$ cat config.mk
export PLATFORM = sky130hd
export DESIGN_NAME = stk_core
export DESIGN_NICKNAME = d
export VERILOG_FILES = /design/src/rtl/stk_pkg.sv /design/src/rtl/stk_decode.sv /design/src/rtl/stk_alu.sv /design/src/rtl/stk_cache.sv /design/src/rtl/stk_core.sv
export SDC_FILE = /design/constraint.sdc
export NUM_CORES = 1
export LEC_CHECK = 0
export BUFFER_PORTS_ARGS = -buffer_cell sky130_fd_sc_hd__buf_2
export CAP_MARGIN = 10
export CORE_MARGIN = 1
export CORE_UTILIZATION = 25
export DETAILED_ROUTE_END_ITERATION = 8
export MAX_ROUTING_LAYER = met4
export PLACE_DENSITY_LB_ADDON = 0.25
export SYNTH_ARGS = -nofsm -noshare
export SYNTH_HDL_FRONTEND = slang
export SYNTH_SLANG_ARGS = --single-unit
$ cat constraint.sdc
create_clock -name clk -period 10.5 [get_ports clk]
set_clock_uncertainty 0.1 [all_clocks]
set_input_delay 0.525 -clock clk [delete_from_list [all_inputs] [get_ports clk]]
set_output_delay 0.525 -clock clk [all_outputs]
set_load 0.05 [all_outputs]
$ cat src/rtl/stk_pkg.sv
package stk_pkg;

    localparam logic [7:0] OPC_HALT = 8'h00;
    localparam logic [7:0] OPC_LOAD = 8'h01;
    localparam logic [7:0] OPC_LIT  = 8'h02;
    localparam logic [7:0] OPC_STORE = 8'h03;
    localparam logic [7:0] OPC_ADD  = 8'h10;
    localparam logic [7:0] OPC_MUL  = 8'h11;

    typedef enum logic [1:0] {ST_IDLE, ST_RUN, ST_HALT} state_t;

    typedef enum logic [2:0] {
        ACT_EXEC, ACT_SPILL, ACT_FILL, ACT_STOP, ACT_UNDER, ACT_OVER
    } act_t;

    typedef enum logic [2:0] {
        K_HALT, K_LOAD, K_LIT, K_STORE, K_ADD, K_MUL
    } kind_t;

    typedef enum logic [2:0] {
        CO_HOLD, CO_PUSH, CO_DROP, CO_MERGE, CO_FILL, CO_SPILL
    } cop_t;

endpackage

$ cat src/rtl/stk_decode.sv
module stk_decode
    import stk_pkg::*;
(
    input  logic [23:0] word,
    output kind_t       kind,
    output logic [15:0] field,
    output logic [1:0]  len,
    output logic [1:0]  need,
    output logic        is_push
);
    always_comb begin
        field = {word[15:8], word[23:16]};
        unique case (word[7:0])
            OPC_LOAD:  kind = K_LOAD;
            OPC_LIT:   kind = K_LIT;
            OPC_STORE: kind = K_STORE;
            OPC_ADD:   kind = K_ADD;
            OPC_MUL:   kind = K_MUL;
            default:   kind = K_HALT;
        endcase
        len     = (kind == K_ADD || kind == K_MUL || kind == K_HALT) ? 2'd1 : 2'd3;
        need    = (kind == K_ADD || kind == K_MUL) ? 2'd2 :
                  (kind == K_STORE) ? 2'd1 : 2'd0;
        is_push = (kind == K_LOAD) || (kind == K_LIT);
    end
endmodule

$ cat src/rtl/stk_alu.sv
module stk_alu #(
    parameter int W = 16
) (
    input  logic [W-1:0] a,
    input  logic [W-1:0] b,
    input  logic         is_mul,
    output logic [W-1:0] y
);
    logic [2*W-1:0] prod;
    always_comb begin
        prod = a * b;
        y    = is_mul ? prod[W-1:0] : a + b;
    end
endmodule

$ cat src/rtl/stk_cache.sv
module stk_cache
    import stk_pkg::*;
#(
    parameter int W = 16,
    parameter int N = 4
) (
    input  logic                    clk,
    input  logic                    rst_n,
    input  logic                    clr,
    input  cop_t                    op,
    input  logic [W-1:0]            din,
    output logic [W-1:0]            top,
    output logic [W-1:0]            nxt,
    output logic [W-1:0]            deep,
    output logic [$clog2(N+1)-1:0]  cnt
);
    localparam int CW = $clog2(N+1);

    logic [W-1:0] ent [N];

    for (genvar i = 0; i < N; i++) begin : g_ent
        logic [W-1:0] q, up_v, dn_v;
        if (i == 0) begin : g_first
            assign up_v = din;
        end else begin : g_mid_up
            assign up_v = ent[i-1];
        end
        if (i == N-1) begin : g_last
            assign dn_v = '0;
        end else begin : g_mid_dn
            assign dn_v = ent[i+1];
        end
        always_ff @(posedge clk or negedge rst_n) begin
            if (!rst_n) begin
                q <= '0;
            end else if (!clr) begin
                case (op)
                    CO_PUSH:  q <= up_v;
                    CO_DROP:  q <= dn_v;
                    CO_MERGE: q <= (i == 0) ? din : dn_v;
                    CO_FILL:  if (cnt == CW'(i)) q <= din;
                    default:  ;
                endcase
            end
        end
        assign ent[i] = q;
    end

    always_ff @(posedge clk or negedge rst_n) begin
        if (!rst_n) begin
            cnt <= '0;
        end else if (clr) begin
            cnt <= '0;
        end else begin
            case (op)
                CO_PUSH, CO_FILL:            cnt <= cnt + 1'b1;
                CO_DROP, CO_MERGE, CO_SPILL: cnt <= cnt - 1'b1;
                default:                     ;
            endcase
        end
    end

    assign top  = ent[0];
    assign nxt  = ent[1];
    assign deep = ent[N-1];

    AST_CNT_BOUND: assert property (@(posedge clk) disable iff (!rst_n)
        cnt <= CW'(N));
    AST_PUSH_TOP: assert property (@(posedge clk) disable iff (!rst_n)
        (!clr && op == CO_PUSH) |=> top == $past(din));
    AST_FILL_ROOM: assert property (@(posedge clk) disable iff (!rst_n)
        (!clr && op == CO_FILL) |-> cnt < CW'(N));
endmodule

$ cat src/rtl/stk_core.sv
module stk_core
    import stk_pkg::*;
#(
    parameter int IA_W        = 8,
    parameter int DA_W        = 8,
    parameter int N_REG       = 4,
    parameter int SPILL_DEPTH = 8,
    parameter int SPILL_BASE  = 240,
    parameter int DEP_W       = $clog2(N_REG + SPILL_DEPTH + 1)
) (
    input  logic             clk,
    input  logic             rst_n,
    input  logic             start,
    output logic             busy,
    output logic             done,
    output logic [IA_W-1:0]  imem_addr,
    input  logic [23:0]      imem_rdata,
    output logic [DA_W-1:0]  dmem_addr,
    output logic             dmem_re,
    output logic             dmem_we,
    output logic [15:0]      dmem_wdata,
    input  logic [15:0]      dmem_rdata,
    output logic [15:0]      tos_dbg,
    output logic [DEP_W-1:0] depth_dbg,
    output logic             ovf_flag,
    output logic             unf_flag
);
    localparam int CW   = $clog2(N_REG + 1);
    localparam int MC_W = $clog2(SPILL_DEPTH + 1);

    state_t            state_q, state_d;
    act_t              act;
    cop_t              cop;
    kind_t             kind;
    logic [15:0]       field, cdin, top, nxt, deep, alu_y;
    logic [1:0]        len, need;
    logic              is_push, clr;
    logic [CW-1:0]     cnt;
    logic [IA_W-1:0]   pc_q;
    logic [MC_W-1:0]   mc_q;
    logic [DEP_W-1:0]  total;
    logic [DA_W-1:0]   spill_wr;

    stk_decode u_dec (
        .word(imem_rdata), .kind(kind), .field(field),
        .len(len), .need(need), .is_push(is_push)
    );

    stk_alu #(.W(16)) u_alu (
        .a(nxt), .b(top), .is_mul(kind == K_MUL), .y(alu_y)
    );

    stk_cache #(.W(16), .N(N_REG)) u_cache (
        .clk(clk), .rst_n(rst_n), .clr(clr), .op(cop), .din(cdin),
        .top(top), .nxt(nxt), .deep(deep), .cnt(cnt)
    );

    assign clr      = start && (state_q != ST_RUN);
    assign total    = DEP_W'(cnt) + DEP_W'(mc_q);
    assign spill_wr = DA_W'(SPILL_BASE) + DA_W'(mc_q);

    // Per-cycle action while running
    always_comb begin
        if (kind == K_HALT)
            act = ACT_STOP;
        else if (DEP_W'(need) > total)
            act = ACT_UNDER;
        else if (CW'(need) > cnt)
            act = ACT_FILL;
        else if (is_push && cnt == CW'(N_REG))
            act = (mc_q == MC_W'(SPILL_DEPTH)) ? ACT_OVER : ACT_SPILL;
        else
            act = ACT_EXEC;
    end

    // Next state
    always_comb begin
        state_d = state_q;
        unique case (state_q)
            ST_IDLE, ST_HALT: if (start) state_d = ST_RUN;
            ST_RUN: if (act == ACT_STOP || act == ACT_UNDER || act == ACT_OVER)
                        state_d = ST_HALT;
            default: state_d = ST_IDLE;
        endcase
    end

    // State register
    always_ff @(posedge clk or negedge rst_n) begin
        if (!rst_n) state_q <= ST_IDLE;
        else        state_q <= state_d;
    end

    // Program counter, spill count and flags
    always_ff @(posedge clk or negedge rst_n) begin
        if (!rst_n) begin
            pc_q <= '0; mc_q <= '0; ovf_flag <= 1'b0; unf_flag <= 1'b0;
        end else if (clr) begin
            pc_q <= '0; mc_q <= '0; ovf_flag <= 1'b0; unf_flag <= 1'b0;
        end else if (state_q == ST_RUN) begin
            unique case (act)
                ACT_EXEC:  pc_q <= pc_q + IA_W'(len);
                ACT_SPILL: mc_q <= mc_q + 1'b1;
                ACT_FILL:  mc_q <= mc_q - 1'b1;
                ACT_UNDER: unf_flag <= 1'b1;
                ACT_OVER:  ovf_flag <= 1'b1;
                default:   ;
            endcase
        end
    end

    // Outputs and datapath controls
    always_comb begin
        cop        = CO_HOLD;
        cdin       = field;
        dmem_addr  = field[DA_W-1:0];
        dmem_re    = 1'b0;
        dmem_we    = 1'b0;
        dmem_wdata = top;
        if (state_q == ST_RUN && !clr) begin
            unique case (act)
                ACT_SPILL: begin
                    cop = CO_SPILL; dmem_addr = spill_wr;
                    dmem_we = 1'b1; dmem_wdata = deep;
                end
                ACT_FILL: begin
                    cop = CO_FILL; dmem_addr = spill_wr - 1'b1;
                    dmem_re = 1'b1; cdin = dmem_rdata;
                end
                ACT_EXEC: begin
                    unique case (kind)
                        K_LOAD:       begin cop = CO_PUSH; dmem_re = 1'b1; cdin = dmem_rdata; end
                        K_LIT:        cop = CO_PUSH;
                        K_STORE:      begin cop = CO_DROP; dmem_we = 1'b1; end
                        K_ADD, K_MUL: begin cop = CO_MERGE; cdin = alu_y; end
                        default:      ;
                    endcase
                end
                default: ;
            endcase
        end
        busy      = (state_q == ST_RUN);
        done      = (state_q == ST_HALT);
        imem_addr = pc_q;
        tos_dbg   = (cnt != '0) ? top : 16'h0000;
        depth_dbg = total;
    end

    AST_NO_OVERFLOW: assert property (@(posedge clk) disable iff (!rst_n)
        mc_q <= MC_W'(SPILL_DEPTH));
    AST_UNF_STICKY: assert property (@(posedge clk) disable iff (!rst_n)
        (unf_flag && !clr) |=> unf_flag);
    AST_UNDER_QUIET: assert property (@(posedge clk) disable iff (!rst_n)
        (state_q == ST_RUN && act == ACT_UNDER) |-> !dmem_we);
    AST_STALL_PC: assert property (@(posedge clk) disable iff (!rst_n)
        (state_q == ST_RUN && (act == ACT_SPILL || act == ACT_FILL))
            |=> $stable(pc_q));
    AST_IDLE_QUIET: assert property (@(posedge clk) disable iff (!rst_n)
        (state_q != ST_RUN) |-> (!dmem_we && !dmem_re));
endmodule

==> results.toml <==
[worst_setup_path]
critical_path.max_stage_delay_ns = 0.95
timing.rr.start = "u_cache.nxt[3]$_DFFE_PN0P_"
cp_data_arrival_time_ns = 6.55
worstSetupEndpointType = "flip-flop"
timing_worst_setup_path_type = "reg2reg"
timing.critical_path.max_delay_family = "adder cells"
cp_data_required_time_ns = 10.62
crit_buf_inv = 4
rrSetupSlack_ns = 4.07
reg2reg_depth = 19
cp_common_cell = "sky130_fd_sc_hd__fa_1"
path_max_fanout = 16
timing.rr.end = "u_cache.top[10]$_DFFE_PN0P_"
slowest_stage = "sky130_fd_sc_hd__dfrtp_1"
worstSetupStartpointType = "flip-flop"
cp_cell_sequence = "ha_1, inv_1, fa_1, fa_1, inv_1, ha_1, fa_1, inv_1, fa_1, fa_1, inv_1, ha_1, nor2_1, a211o_1, and4b_1, o41ai_1, nor3_1, and4_1, a221o_1"

[logic_synthesis]
ys_seq_elements = 83
average_cell_area_after_synthesis_um2 = 8.31
synth_top_area_frac = 0.202
seq_area_frac_synth = 0.202
synth.net_count = 1444
yosys-top-cells-area = "sky130_fd_sc_hd__dfrtp_1 20%, sky130_fd_sc_hd__fa_1 16%, sky130_fd_sc_hd__ha_1 10%"
mappedNetlistArea_um2 = 10300
netlist_instances = 1235
synth_enable_flop_cells = 0
ys_types = 74
yosys_warnings = 0
synth_largest_area_cell = "sky130_fd_sc_hd__dfrtp_1"
yosys.cell_count.top_type = "sky130_fd_sc_hd__nand2_1"
yosys-top-cells-count = "161 x sky130_fd_sc_hd__nand2_1, 127 x sky130_fd_sc_hd__inv_1, 84 x sky130_fd_sc_hd__fa_1"
synth_async_sr_flop_share = 1.00
postSynth.topFlopCell = "sky130_fd_sc_hd__dfrtp_1"

[clocking]
post-cts-setup-buffer-count = 0
cts_resized = 0
cts_sinks = 83
cts_hold_buffers = 1
ctsLongestPathBuffers = 2
htreeDepth = 3
cts.clk_slew.worst_paths_ns = 0.07
clock_tree_from_tritoncts = "done"
clock_insertion_delay_worst_skew_ns = 0.35
cts_made_buffers = 9
cts_root_buf = "sky130_fd_sc_hd__clkbuf_16"

[finish]
ff_latch_area_um2 = 2080
post-route-util = 0.290
synthToLayoutAreaGrowth_pct = 13.1
multi_input_gate_area_in_the_final_layout_um2 = 7430
fill_count = 4284
final_cell_area_um2 = 11600
finish.net_count = 1501
final_layout_size_suffix_gt1_frac = 0.132

[floorplan]
design.die.area_um2 = 41900
initial_core_util = 0.256
dieWidth_um = 205
die_height_um = 205
row_count = 73
placeableCoreArea_um2 = 40100
design.portCount = 101

[timing]
maxSlewHeadroom = 0.262
rsz0062_at_grt = "no"
hold_viol = 0
max_freq_mhz = 155
fin_ws_ns = 4.07
finalWorstPathRequiredPeriod_ns = 6.43
slew_viol_final = 0
finalSetupViolations = 0
fin_hold_ws_ns = 0.387
worst_slew_pin_slew_ns = 1.10
tns_ns = 0
tcrit_tclk_final = 0.613

[min_path]
min_path_cells = 3
hold_start = "start"
hold_path_class = "in2reg"
worstHoldEndpoint = "state_q[0]$_DFFE_PN0P_"

[route]
post_drt_via_cell_ratio = 5.05
vias = 9213
drt_drc_violations_left = 0
drt-total-wl_um = 37100
wl_per_cell_um = 20.3
drtPass1Iterations = 5
remaining_number_of_nets_flagged_by_the_antenna_check_after_routing = 0
drt_first_iter_violations = 552

[placement]
detailedPlace.worstSlack_ns = 4.10
place.detailed.hpwl_um = 27700
portBuffers = 100
placement.cell_area_um2 = 11300
place.gp.congestion = 0.832

[outcome]
status = "completed"

[pwr]
leakage_nw = 5.31
worst_ir_drop_on_vdd_mv = 0.0690
power_density_nw_per_um2 = 71.8

[grt]
maximum_number_of_pins_on_one_net_before_global_route_repair = 63
grt_antenna_before_repair = 3
gr_usage_total = 0.186
vias_in_the_first_global_route = 9297
grt_pass1_wl_um = 57200
grt_total_ovfl = 0

[job]
max-cap-violations = 0
-- power by group --
part / switching, mW / internal (mW)
clock: 0.142 / 0.201
combinational: 0.0895 / 0.0412
sequential: 0.0347 / 0.326
total: 0.266 / 0.568
-- sequential cells by signal, summed over array words and instances (netlist names) --
name                flops
state_q                 2
u_cache.top            16
ovf_flag                1
imem_addr               8
u_cache.deep           16
u_cache.nxt            16
u_cache.cnt             3
u_cache.g_ent.dn_v     16
mc_q                    4
unf_flag                1
-- cell families after synthesis --
group,after synthesis,share of synthesized area
buffers and inverters,201,0.0760
adder cells (fa/ha/maj),166,0.264
AO/OA/AOI/OAI,320,0.202
XOR/XNOR,51,0.0448
multiplexers,21,0.0228
AND/OR/NAND/NOR,393,0.189
flip-flops,83,0.202
-- layout make-up --
class	count	share of cell area
Inverter	131	0.0423
Antenna cell	3	0.000646
Clock buffer	11	0.0218
Sequential cell	83	0.179
Timing Repair Buffer	116	0.0539
Clock inverter	5	0.00582
Multi-Input combinational cell	951	0.640
Tap cell	525	0.0566
-- worst max-delay path by stage --
stage	startpoint	end	slack, ns	cells past startpoint
after floorplan	u_cache.top[1]$_DFFE_PN0P_	u_cache.top[13]$_DFFE_PN0P_	4.96	20
after detailed placement	u_cache.top[3]$_DFFE_PN0P_	u_cache.top[10]$_DFFE_PN0P_	4.10	19
after global routing	u_cache.nxt[3]$_DFFE_PN0P_	u_cache.top[10]$_DFFE_PN0P_	3.71	19
final	u_cache.nxt[3]$_DFFE_PN0P_	u_cache.top[10]$_DFFE_PN0P_	4.07	19
after CTS	u_cache.top[3]$_DFFE_PN0P_	u_cache.top[10]$_DFFE_PN0P_	4.09	19
after global placement	u_cache.top[2]$_DFFE_PN0P_	u_cache.top[10]$_DFFE_PN0P_	4.20	17
-- layer usage --
layer | routed length [µm] | track usage | part of all wire | vias to the layer above
met2 | 17800 | 0.302 | 0.48 | 239
met1 | 16600 | 0.245 | 0.45 | 4576
li1 | - | - | - | 4350
met3 | 1680 | 0.0165 | 0.045 | 48
met4 | 995 | 0.0576 | 0.027 | 0
met5 | 0 | - | 0 | -
-- metrics by stage --
step	cells	power [mW]
floorplan	1235	0.431
global placement	1805	0.496
detailed placement	1805	0.496
CTS	1822	0.840
global route	1825	0.863
finish	1825	0.834
-- placed cells by master (no fill, tap or decap), types with 24 or more instances in the layout --
| cell type | netlist | final |
|---|---|---|
| sky130_fd_sc_hd__nand2_1 | 161 | 161 |
| sky130_fd_sc_hd__inv_1 | 127 | 127 |
| sky130_fd_sc_hd__buf_2 | 18 | 99 |
| sky130_fd_sc_hd__fa_1 | 84 | 84 |
| sky130_fd_sc_hd__dfrtp_1 | 83 | 83 |
| sky130_fd_sc_hd__and2_1 | 82 | 82 |
| sky130_fd_sc_hd__ha_1 | 82 | 82 |
| sky130_fd_sc_hd__a21oi_1 | 70 | 70 |
| sky130_fd_sc_hd__o21ai_0 | 58 | 55 |
| sky130_fd_sc_hd__o21ai_1 | 47 | 47 |
| sky130_fd_sc_hd__nor2_1 | 49 | 46 |
| sky130_fd_sc_hd__xnor2_1 | 36 | 36 |
| sky130_fd_sc_hd__a22o_1 | 24 | 24 |
-- tightest hold or removal path, delay by kind of cell --
kind            cells  cell delay (ns)
compound gates      1             0.08
buf+inv             2             0.18
Power figures use the tool's default switching activity.
